`src/rtl/msi_ring_pkg.sv`:
```
package msi_ring_pkg;
  localparam int IDX_W = 3;
  localparam logic [IDX_W-1:0] IDX_CTRL    = 3'd0;
  localparam logic [IDX_W-1:0] IDX_BASE_HI = 3'd3;
  localparam logic [IDX_W-1:0] IDX_BASE_LO = 3'd4;
  localparam logic [IDX_W-1:0] IDX_RD_OFS  = 3'd5;
  localparam logic [IDX_W-1:0] IDX_WR_OFS  = 3'd6;

  localparam int B_EN    = 0;
  localparam int B_FDET  = 1;
  localparam int B_IEN   = 3;
  localparam int B_STOP  = 4;
  localparam int B_SIZE  = 8;
  localparam int B_OVF   = 16;

  localparam int REC_BYTES = 16;
  localparam int REC_LOG2  = 4;

  typedef struct packed {
    logic       ovf;
    logic [1:0] size;
    logic       stop;
    logic       ien;
    logic       fdet;
    logic       en;
  } ctrl_t;
endpackage

```
`src/rtl/msi_ring_regs.sv`:
```
module msi_ring_regs
  import msi_ring_pkg::*;
#(
  parameter int OFS_W = 18
) (
  input  logic             clk,
  input  logic             rst_n,
  input  logic             cfg_we,
  input  logic [IDX_W-1:0] cfg_addr,
  input  logic [31:0]      cfg_wdata,
  output logic [31:0]      cfg_rdata,
  input  logic             ovf_set,
  input  logic [OFS_W-1:0] mask,
  input  logic [OFS_W-1:0] wofs,
  output ctrl_t            ctrl,
  output logic [63:0]      base,
  output logic [OFS_W-1:0] rofs
);
  ctrl_t            ctrl_q, ctrl_n;
  logic [31:0]      bhi_q, bhi_n, blo_q, blo_n;
  logic [OFS_W-1:0] rofs_q, rofs_n;
  logic             ctrl_wr;

  assign ctrl_wr = cfg_we && (cfg_addr == IDX_CTRL);

  always_comb begin
    ctrl_n = ctrl_q;
    bhi_n  = bhi_q;
    blo_n  = blo_q;
    rofs_n = rofs_q;
    if (cfg_we) begin
      case (cfg_addr)
        IDX_CTRL: begin
          ctrl_n.en   = cfg_wdata[B_EN];
          ctrl_n.fdet = cfg_wdata[B_FDET];
          ctrl_n.ien  = cfg_wdata[B_IEN];
          ctrl_n.stop = cfg_wdata[B_STOP];
          ctrl_n.size = cfg_wdata[B_SIZE +: 2];
          ctrl_n.ovf  = ctrl_q.ovf & ~cfg_wdata[B_OVF];
        end
        IDX_BASE_HI: bhi_n = cfg_wdata;
        IDX_BASE_LO: blo_n = cfg_wdata;
        IDX_RD_OFS:  rofs_n = cfg_wdata[OFS_W-1:0] & mask;
        default: ;
      endcase
    end
    if (ovf_set) ctrl_n.ovf = 1'b1;
  end

  always_ff @(posedge clk or negedge rst_n) begin
    if (!rst_n) begin
      ctrl_q <= '0;
      bhi_q  <= '0;
      blo_q  <= '0;
      rofs_q <= '0;
    end else begin
      ctrl_q <= ctrl_n;
      bhi_q  <= bhi_n;
      blo_q  <= blo_n;
      rofs_q <= rofs_n;
    end
  end

  always_comb begin
    cfg_rdata = '0;
    case (cfg_addr)
      IDX_CTRL: begin
        cfg_rdata[B_EN]       = ctrl_q.en;
        cfg_rdata[B_FDET]     = ctrl_q.fdet;
        cfg_rdata[B_IEN]      = ctrl_q.ien;
        cfg_rdata[B_STOP]     = ctrl_q.stop;
        cfg_rdata[B_SIZE +: 2] = ctrl_q.size;
        cfg_rdata[B_OVF]      = ctrl_q.ovf;
      end
      IDX_BASE_HI: cfg_rdata = bhi_q;
      IDX_BASE_LO: cfg_rdata = blo_q;
      IDX_RD_OFS:  cfg_rdata = 32'(rofs_q & mask);
      IDX_WR_OFS:  cfg_rdata = 32'(wofs);
      default:     cfg_rdata = '0;
    endcase
  end

  assign ctrl = ctrl_q;
  assign base = {bhi_q, blo_q};
  assign rofs = rofs_q;

  AST_OVF_STICKY: assert property (@(posedge clk) disable iff (!rst_n)
    (ctrl_q.ovf && !(ctrl_wr && cfg_wdata[B_OVF])) |=> ctrl_q.ovf);
endmodule

```
`src/rtl/msi_ring_ofs.sv`:
```
module msi_ring_ofs
  import msi_ring_pkg::*;
#(
  parameter int MIN_LOG2 = 15,
  parameter int OFS_W    = MIN_LOG2 + 3
) (
  input  logic             clk,
  input  logic             rst_n,
  input  logic [1:0]       size_sel,
  input  logic [OFS_W-1:0] rofs,
  input  logic             advance,
  output logic [OFS_W-1:0] mask,
  output logic [OFS_W-1:0] wofs,
  output logic             empty,
  output logic             full
);
  logic [OFS_W-1:0] wofs_q, wofs_n, nxt, rofs_m;

  always_comb begin
    for (int i = 0; i < OFS_W; i++)
      mask[i] = (i >= REC_LOG2) && (i < MIN_LOG2 + int'(size_sel));
  end

  assign wofs   = wofs_q & mask;
  assign rofs_m = rofs & mask;
  assign nxt    = (wofs + OFS_W'(REC_BYTES)) & mask;
  assign empty  = (wofs == rofs_m);
  assign full   = (nxt == rofs_m);

  always_comb begin
    wofs_n = wofs_q;
    if (advance) wofs_n = nxt;
  end

  always_ff @(posedge clk or negedge rst_n) begin
    if (!rst_n) wofs_q <= '0;
    else        wofs_q <= wofs_n;
  end

  AST_WOFS_HOLD: assert property (@(posedge clk) disable iff (!rst_n)
    !advance |=> $stable(wofs_q));
endmodule

```
`src/rtl/msi_ring_req.sv`:
```
module msi_ring_req
  import msi_ring_pkg::*;
#(
  parameter int OFS_W = 18
) (
  input  logic             clk,
  input  logic             rst_n,
  input  ctrl_t            ctrl,
  input  logic             full,
  input  logic [63:0]      base,
  input  logic [OFS_W-1:0] wofs,
  input  logic             msi_valid,
  input  logic [31:0]      msi_data,
  output logic             msi_ready,
  output logic             mem_valid,
  output logic [63:0]      mem_addr,
  output logic [127:0]     mem_data,
  input  logic             mem_ready,
  output logic             advance,
  output logic             drop
);
  logic         busy_q, busy_n;
  logic [63:0]  addr_q, addr_n;
  logic [31:0]  word_q, word_n;
  logic         hold, accept, load;

  assign hold      = ctrl.fdet & full;
  assign msi_ready = ctrl.en & ~busy_q & ~(hold & ctrl.stop);
  assign accept    = msi_valid & msi_ready;
  assign drop      = accept & hold;
  assign load      = accept & ~hold;
  assign advance   = busy_q & mem_ready;

  always_comb begin
    busy_n = busy_q;
    addr_n = addr_q;
    word_n = word_q;
    if (advance) busy_n = 1'b0;
    if (load) begin
      busy_n = 1'b1;
      addr_n = base + 64'(wofs);
      word_n = msi_data;
    end
  end

  always_ff @(posedge clk or negedge rst_n) begin
    if (!rst_n) begin
      busy_q <= 1'b0;
      addr_q <= '0;
      word_q <= '0;
    end else begin
      busy_q <= busy_n;
      addr_q <= addr_n;
      word_q <= word_n;
    end
  end

  assign mem_valid = busy_q;
  assign mem_addr  = addr_q;
  assign mem_data  = {96'd0, word_q};

  AST_MEM_STABLE: assert property (@(posedge clk) disable iff (!rst_n)
    (mem_valid && !mem_ready) |=> (mem_valid && $stable(mem_addr) && $stable(mem_data)));
  AST_ONE_IN_FLIGHT: assert property (@(posedge clk) disable iff (!rst_n)
    mem_valid |-> !msi_ready);
  AST_UPPER_ZERO: assert property (@(posedge clk) disable iff (!rst_n)
    mem_valid |-> (mem_data[127:32] == '0));
  AST_STOP_FULL: assert property (@(posedge clk) disable iff (!rst_n)
    (ctrl.fdet && ctrl.stop && full) |-> !msi_ready);
  AST_DISABLED: assert property (@(posedge clk) disable iff (!rst_n)
    !ctrl.en |-> !msi_ready);
  AST_DROP_NOREQ: assert property (@(posedge clk) disable iff (!rst_n)
    drop |=> !mem_valid);
endmodule

```
`src/rtl/msi_ring_ctrl.sv`:
```
module msi_ring_ctrl
  import msi_ring_pkg::*;
#(
  parameter int MIN_LOG2 = 15
) (
  input  logic         clk,
  input  logic         rst_n,
  input  logic         cfg_we,
  input  logic [2:0]   cfg_addr,
  input  logic [31:0]  cfg_wdata,
  output logic [31:0]  cfg_rdata,
  input  logic         msi_valid,
  input  logic [31:0]  msi_data,
  output logic         msi_ready,
  output logic         mem_valid,
  output logic [63:0]  mem_addr,
  output logic [127:0] mem_data,
  input  logic         mem_ready,
  output logic         irq
);
  localparam int OFS_W = MIN_LOG2 + 3;

  ctrl_t            ctrl;
  logic [63:0]      base;
  logic [OFS_W-1:0] rofs, wofs, mask;
  logic             empty, full, advance, drop;

  msi_ring_regs #(.OFS_W(OFS_W)) u_regs (
    .clk(clk), .rst_n(rst_n), .cfg_we(cfg_we), .cfg_addr(cfg_addr),
    .cfg_wdata(cfg_wdata), .cfg_rdata(cfg_rdata), .ovf_set(drop),
    .mask(mask), .wofs(wofs), .ctrl(ctrl), .base(base), .rofs(rofs)
  );

  msi_ring_ofs #(.MIN_LOG2(MIN_LOG2), .OFS_W(OFS_W)) u_ofs (
    .clk(clk), .rst_n(rst_n), .size_sel(ctrl.size), .rofs(rofs),
    .advance(advance), .mask(mask), .wofs(wofs), .empty(empty), .full(full)
  );

  msi_ring_req #(.OFS_W(OFS_W)) u_req (
    .clk(clk), .rst_n(rst_n), .ctrl(ctrl), .full(full), .base(base),
    .wofs(wofs), .msi_valid(msi_valid), .msi_data(msi_data),
    .msi_ready(msi_ready), .mem_valid(mem_valid), .mem_addr(mem_addr),
    .mem_data(mem_data), .mem_ready(mem_ready), .advance(advance), .drop(drop)
  );

  assign irq = ctrl.en & ctrl.ien & ~empty;

  AST_IRQ_NEEDS_EN: assert property (@(posedge clk) disable iff (!rst_n)
    irq |-> (ctrl.en && ctrl.ien));
  AST_DROP_KEEPS_WOFS: assert property (@(posedge clk) disable iff (!rst_n)
    (drop && !mem_valid) |=> $stable(wofs));
endmodule

```
`config.mk`:
```
export PLATFORM = sky130hd
export DESIGN_NAME = msi_ring_ctrl
export DESIGN_NICKNAME = d
export VERILOG_FILES = /design/src/rtl/msi_ring_pkg.sv /design/src/rtl/msi_ring_regs.sv /design/src/rtl/msi_ring_ofs.sv /design/src/rtl/msi_ring_req.sv /design/src/rtl/msi_ring_ctrl.sv
export SDC_FILE = /design/constraint.sdc
export NUM_CORES = 1
export LEC_CHECK = 0
export BUFFER_PORTS_ARGS = -buffer_cell sky130_fd_sc_hd__clkbuf_2
export CAP_MARGIN = 20
export CELL_PAD_IN_SITES_DETAIL_PLACEMENT = 0
export CELL_PAD_IN_SITES_GLOBAL_PLACEMENT = 1
export CORE_UTILIZATION = 38
export CTS_CLUSTER_DIAMETER = 30
export CTS_CLUSTER_SIZE = 24
export DETAILED_ROUTE_END_ITERATION = 12
export PLACE_DENSITY_LB_ADDON = 0.08
export SLEW_MARGIN = 25
export SYNTH_ARGS = -nofsm -noshare
export SYNTH_HDL_FRONTEND = slang
export SYNTH_SLANG_ARGS = --single-unit
export TNS_END_PERCENT = 30
```
`constraint.sdc`:
```
create_clock -name clk -period 4.5 [get_ports clk]
set_clock_uncertainty 0.1 [all_clocks]
set_input_delay 0 -clock clk [delete_from_list [all_inputs] [get_ports clk]]
set_output_delay 0 -clock clk [all_outputs]
set_load 0.03 [all_outputs]
```
==> summary.txt <==
Finish
  – Final #Nets: 1376
  – Layout cell share with drive strength beyond 1: 0.309
  – Fin area: 0.0135 mm2
  – Synth-to-Final Area Change: 19.4%
  – Fill cells: 2822
  – Non-Filler Instances: 1684
  – Antenna diodes: 0

Yosys
  – Number of synthesized flops with an enable pin: 0
  – Top-count cell post-synth: dfrtp_1
  – Cell taking the most area after synthesis: dfrtp_1
  – Post-synthesis simple-gate area fraction: 0.0969
  – FF+latch count, synth: 196
  – Largest cells by area after synthesis: dfrtp_1, mux2_2, buf_4
  – Post-synthesis sequential area ratio: 0.434
  – Commonest cells post-synth: dfrtp_1, mux2_2, buf_4
  – Ys flop type: dfrtp_1
  – Compound-Gate Fraction of Synth Area: 0.0998
  – Post-Synth XOR/XNOR Area: 0.0703
  – Asr flop ratio synth: 1.00
  – Post-synthesis mux area share: 0.183
  – Post-Syn Area: 0.0113 mm2
  – Mean Syn Cell Area: 10.8 um2
  – Synth Warn #: 0
  – Adder-cell area share of the yosys netlist: 0.0184
  – Combinational family with the most area after synthesis: multiplexers
  – Distinct cells, synth: 63
  – Synth Instances: 1045
  – Area share of the largest cell type after synthesis: 0.434

Clocking
  – Cts repair resizes: 0
  – Root Driver: clkbuf_16
  – Clock latency on the worst-skew pair: 440 ps
  – H-tree Lvls: 4
  – Clock sinks: 196
  – CTS tree: yes
  – Num CTS Buffers: 17
  – CTS Buffer Depth: 2
  – Worst-path clk slew: 80 ps

Worst setup path
  – Critical path required time: 4720 ps
  – CP arrival: 3880 ps
  – Crit end category: flop
  – Critical path class: reg -> reg
  – Startpoint Class: flop
  – Critical Path Fanout Max: 16

Pwr
  – Cell area power density: 560 mW/mm2
  – P_leak: 6.20 nW
  – Maximum vdd drop: 0.000232 V

Routing
  – Via count: 8491
  – Wirelength per Cell: 18.7 um
  – TritonRoute pass-1 iters: 4
  – Final ANT Viol Nets: 0
  – Post-DR vias/cell: 5.04
  – WL final: 31500 um
  – Initial DRC count: 399
  – Drt drc: 0

Timing
  – Worst-Margin Slew: 957 ps
  – RSZ-0062 raised after global routing: false
  – Final setup margin: 836 ps
  – Max Fclk: 273 MHz
  – Tmin final: 3660 ps
  – Final-report max-slew violation count: 0
  – Tcrit/Tclk final: 0.814
  – Setup TNS: 0 ps
  – Min Hold Slack: 42.7 ps
  – Final setup fails: 0
  – Final Hold Viols: 0
  – Normalized max-slew margin: 0.360

GRT
  – Largest net degree at the start of global routing: 119
  – GR Overflow Total: 0
  – Total track usage: 0.211
  – Vias in the first global route: 8301
  – Initial antenna violation count: 0
  – First-pass GRT wire length: 49000 um

Placement
  – Pre-CTS setup slack: 888 ps
  – Port Buffers: 202
  – Detailed placement HPWL: 22700 um
  – Post-DP Area: 0.0123 mm2
  – Cell Count Post-Placement: 1585
  – GPL Wtd Cong: 0.807

Floorplan
  – Die H: 175 um
  – Die area: 0.0305 mm2
  – Initial cell density of the core: 0.390
  – Die X: 175 um
  – Core outline area: 0.0290 mm2
  – Site Rows: 62
  – # IOs: 299

Run
  – Max cap viols: 0

Worst hold path
  – Hold crit path type: in -> async

Outcome
  – Status: complete, no violations
-- timing repair --
item                                   4_1_cts  5_1_grt
hold buffers                                68        0
endpoints found under the hold margin      196        0
setup buffers                                0        0
-- cells by family (layout without fill, tap and decap cells) --
kind of cell	Yosys count	count (layout)
AOI/OAI and AO/OA	170	170
xor gates and xnor gates	90	90
adders and majority gates	16	16
buffers and inverters	171	331
DFF	196	196
muxes	185	185
other	1	96
and+or+nand+nor	216	216
-- critical path, cell delays in order (launching register included) --
cell and delay (ps):
dfrtp_1 560, or2_2 420, nand2_1 130, inv_1 70, ha_1 390, nand3_1 160
nor2_1 120, a221oi_1 80, buf_4 190, or3b_2 680, a21boi_0 280, xor2_1 90
mux2_2 260
-- worst paths after layout --
| path | end | slack (ps) | startpoint | cells past startpoint |
|---|---|---|---|---|
| setup / recovery | u_req.mem_addr[38] | 840 | u_regs.ctrl[5] | 12 |
| hold / removal | u_req.mem_addr[6] | 40 | rst_n | 2 |
| setup reg to reg | u_req.mem_addr[38] | 840 | u_regs.ctrl[5] | 12 |
| hold reg to reg | u_req.word_q[3] | 390 | u_req.word_q[3] | 1 |
| max in group asynchronous | u_regs.blo_q[21] | 3170 | rst_n | 3 |
| min in group clk | u_req.word_q[10] | 210 | msi_data[10] | 3 |
-- stage by stage --
step	utilization	power, mW
after detailed placement	0.423	6.11
after global routing	0.465	8.01
after CTS	0.465	7.66
after floorplan	-	5.19
after global placement	0.423	6.08
final	0.465	7.56
-- sequential cells by signal, summed over array words and instances (netlist names) --
signal,cells
u_regs.bhi_q,32
u_regs.ctrl,7
u_regs.blo_q,32
u_req.word_q,32
u_req.mem_valid,1
u_ofs.wofs_q,14
u_req.mem_addr,64
u_regs.rofs,14
-- area by class of cell --
type / count / area [um2] / area share
inverters: 17 / 63.8 / 0.00473
repair buffers: 283 / 1840 / 0.136
clock inverters: 13 / 121 / 0.00899
flip-flops and latches: 196 / 4900 / 0.363
clock buffers: 18 / 429 / 0.0318
multi-input cells: 773 / 5670 / 0.420
well taps: 384 / 480 / 0.0356
-- metal layers --
layer  vias to the layer above  wire [um]  global-route usage
met4                         0        512              0.0594
met1                      4230      14800               0.292
met3                        26       1140              0.0304
met5                         -          0                   0
li1                       4009          -                   -
met2                       226      15100               0.343
-- report_power, final --
part	total, mW	switching [mW]	leakage [nW]	internal [mW]
Clock	1.47	0.744	0.258	0.728
Sequential	2.97	0.588	2.37	2.38
Combinational	3.12	1.96	3.58	1.16
Total	7.56	3.29	6.20	4.27
-- layout by cell type, fill, tap and decap left out, types with 10 or more instances in the layout --
| master | n |
|---|---|
| o21ai_0 | 39 |
| clkbuf_2 | 201 |
| inv_1 | 17 |
| xnor2_1 | 29 |
| mux2_1 | 30 |
| nand4_1 | 17 |
| xor2_1 | 60 |
| dlygate4sd3_1 | 68 |
| buf_4 | 10 |
| clkbuf_16 | 17 |
| nand3_1 | 37 |
| nand2_1 | 75 |
| nor2_1 | 30 |
| mux2_2 | 141 |
| mux2i_1 | 14 |
| conb_1 | 96 |
| a21oi_1 | 47 |
| dfrtp_1 | 196 |
| a22o_1 | 25 |
| ha_1 | 15 |
| nor3_1 | 10 |
No activity file was read; power rests on OpenSTA's default activity.
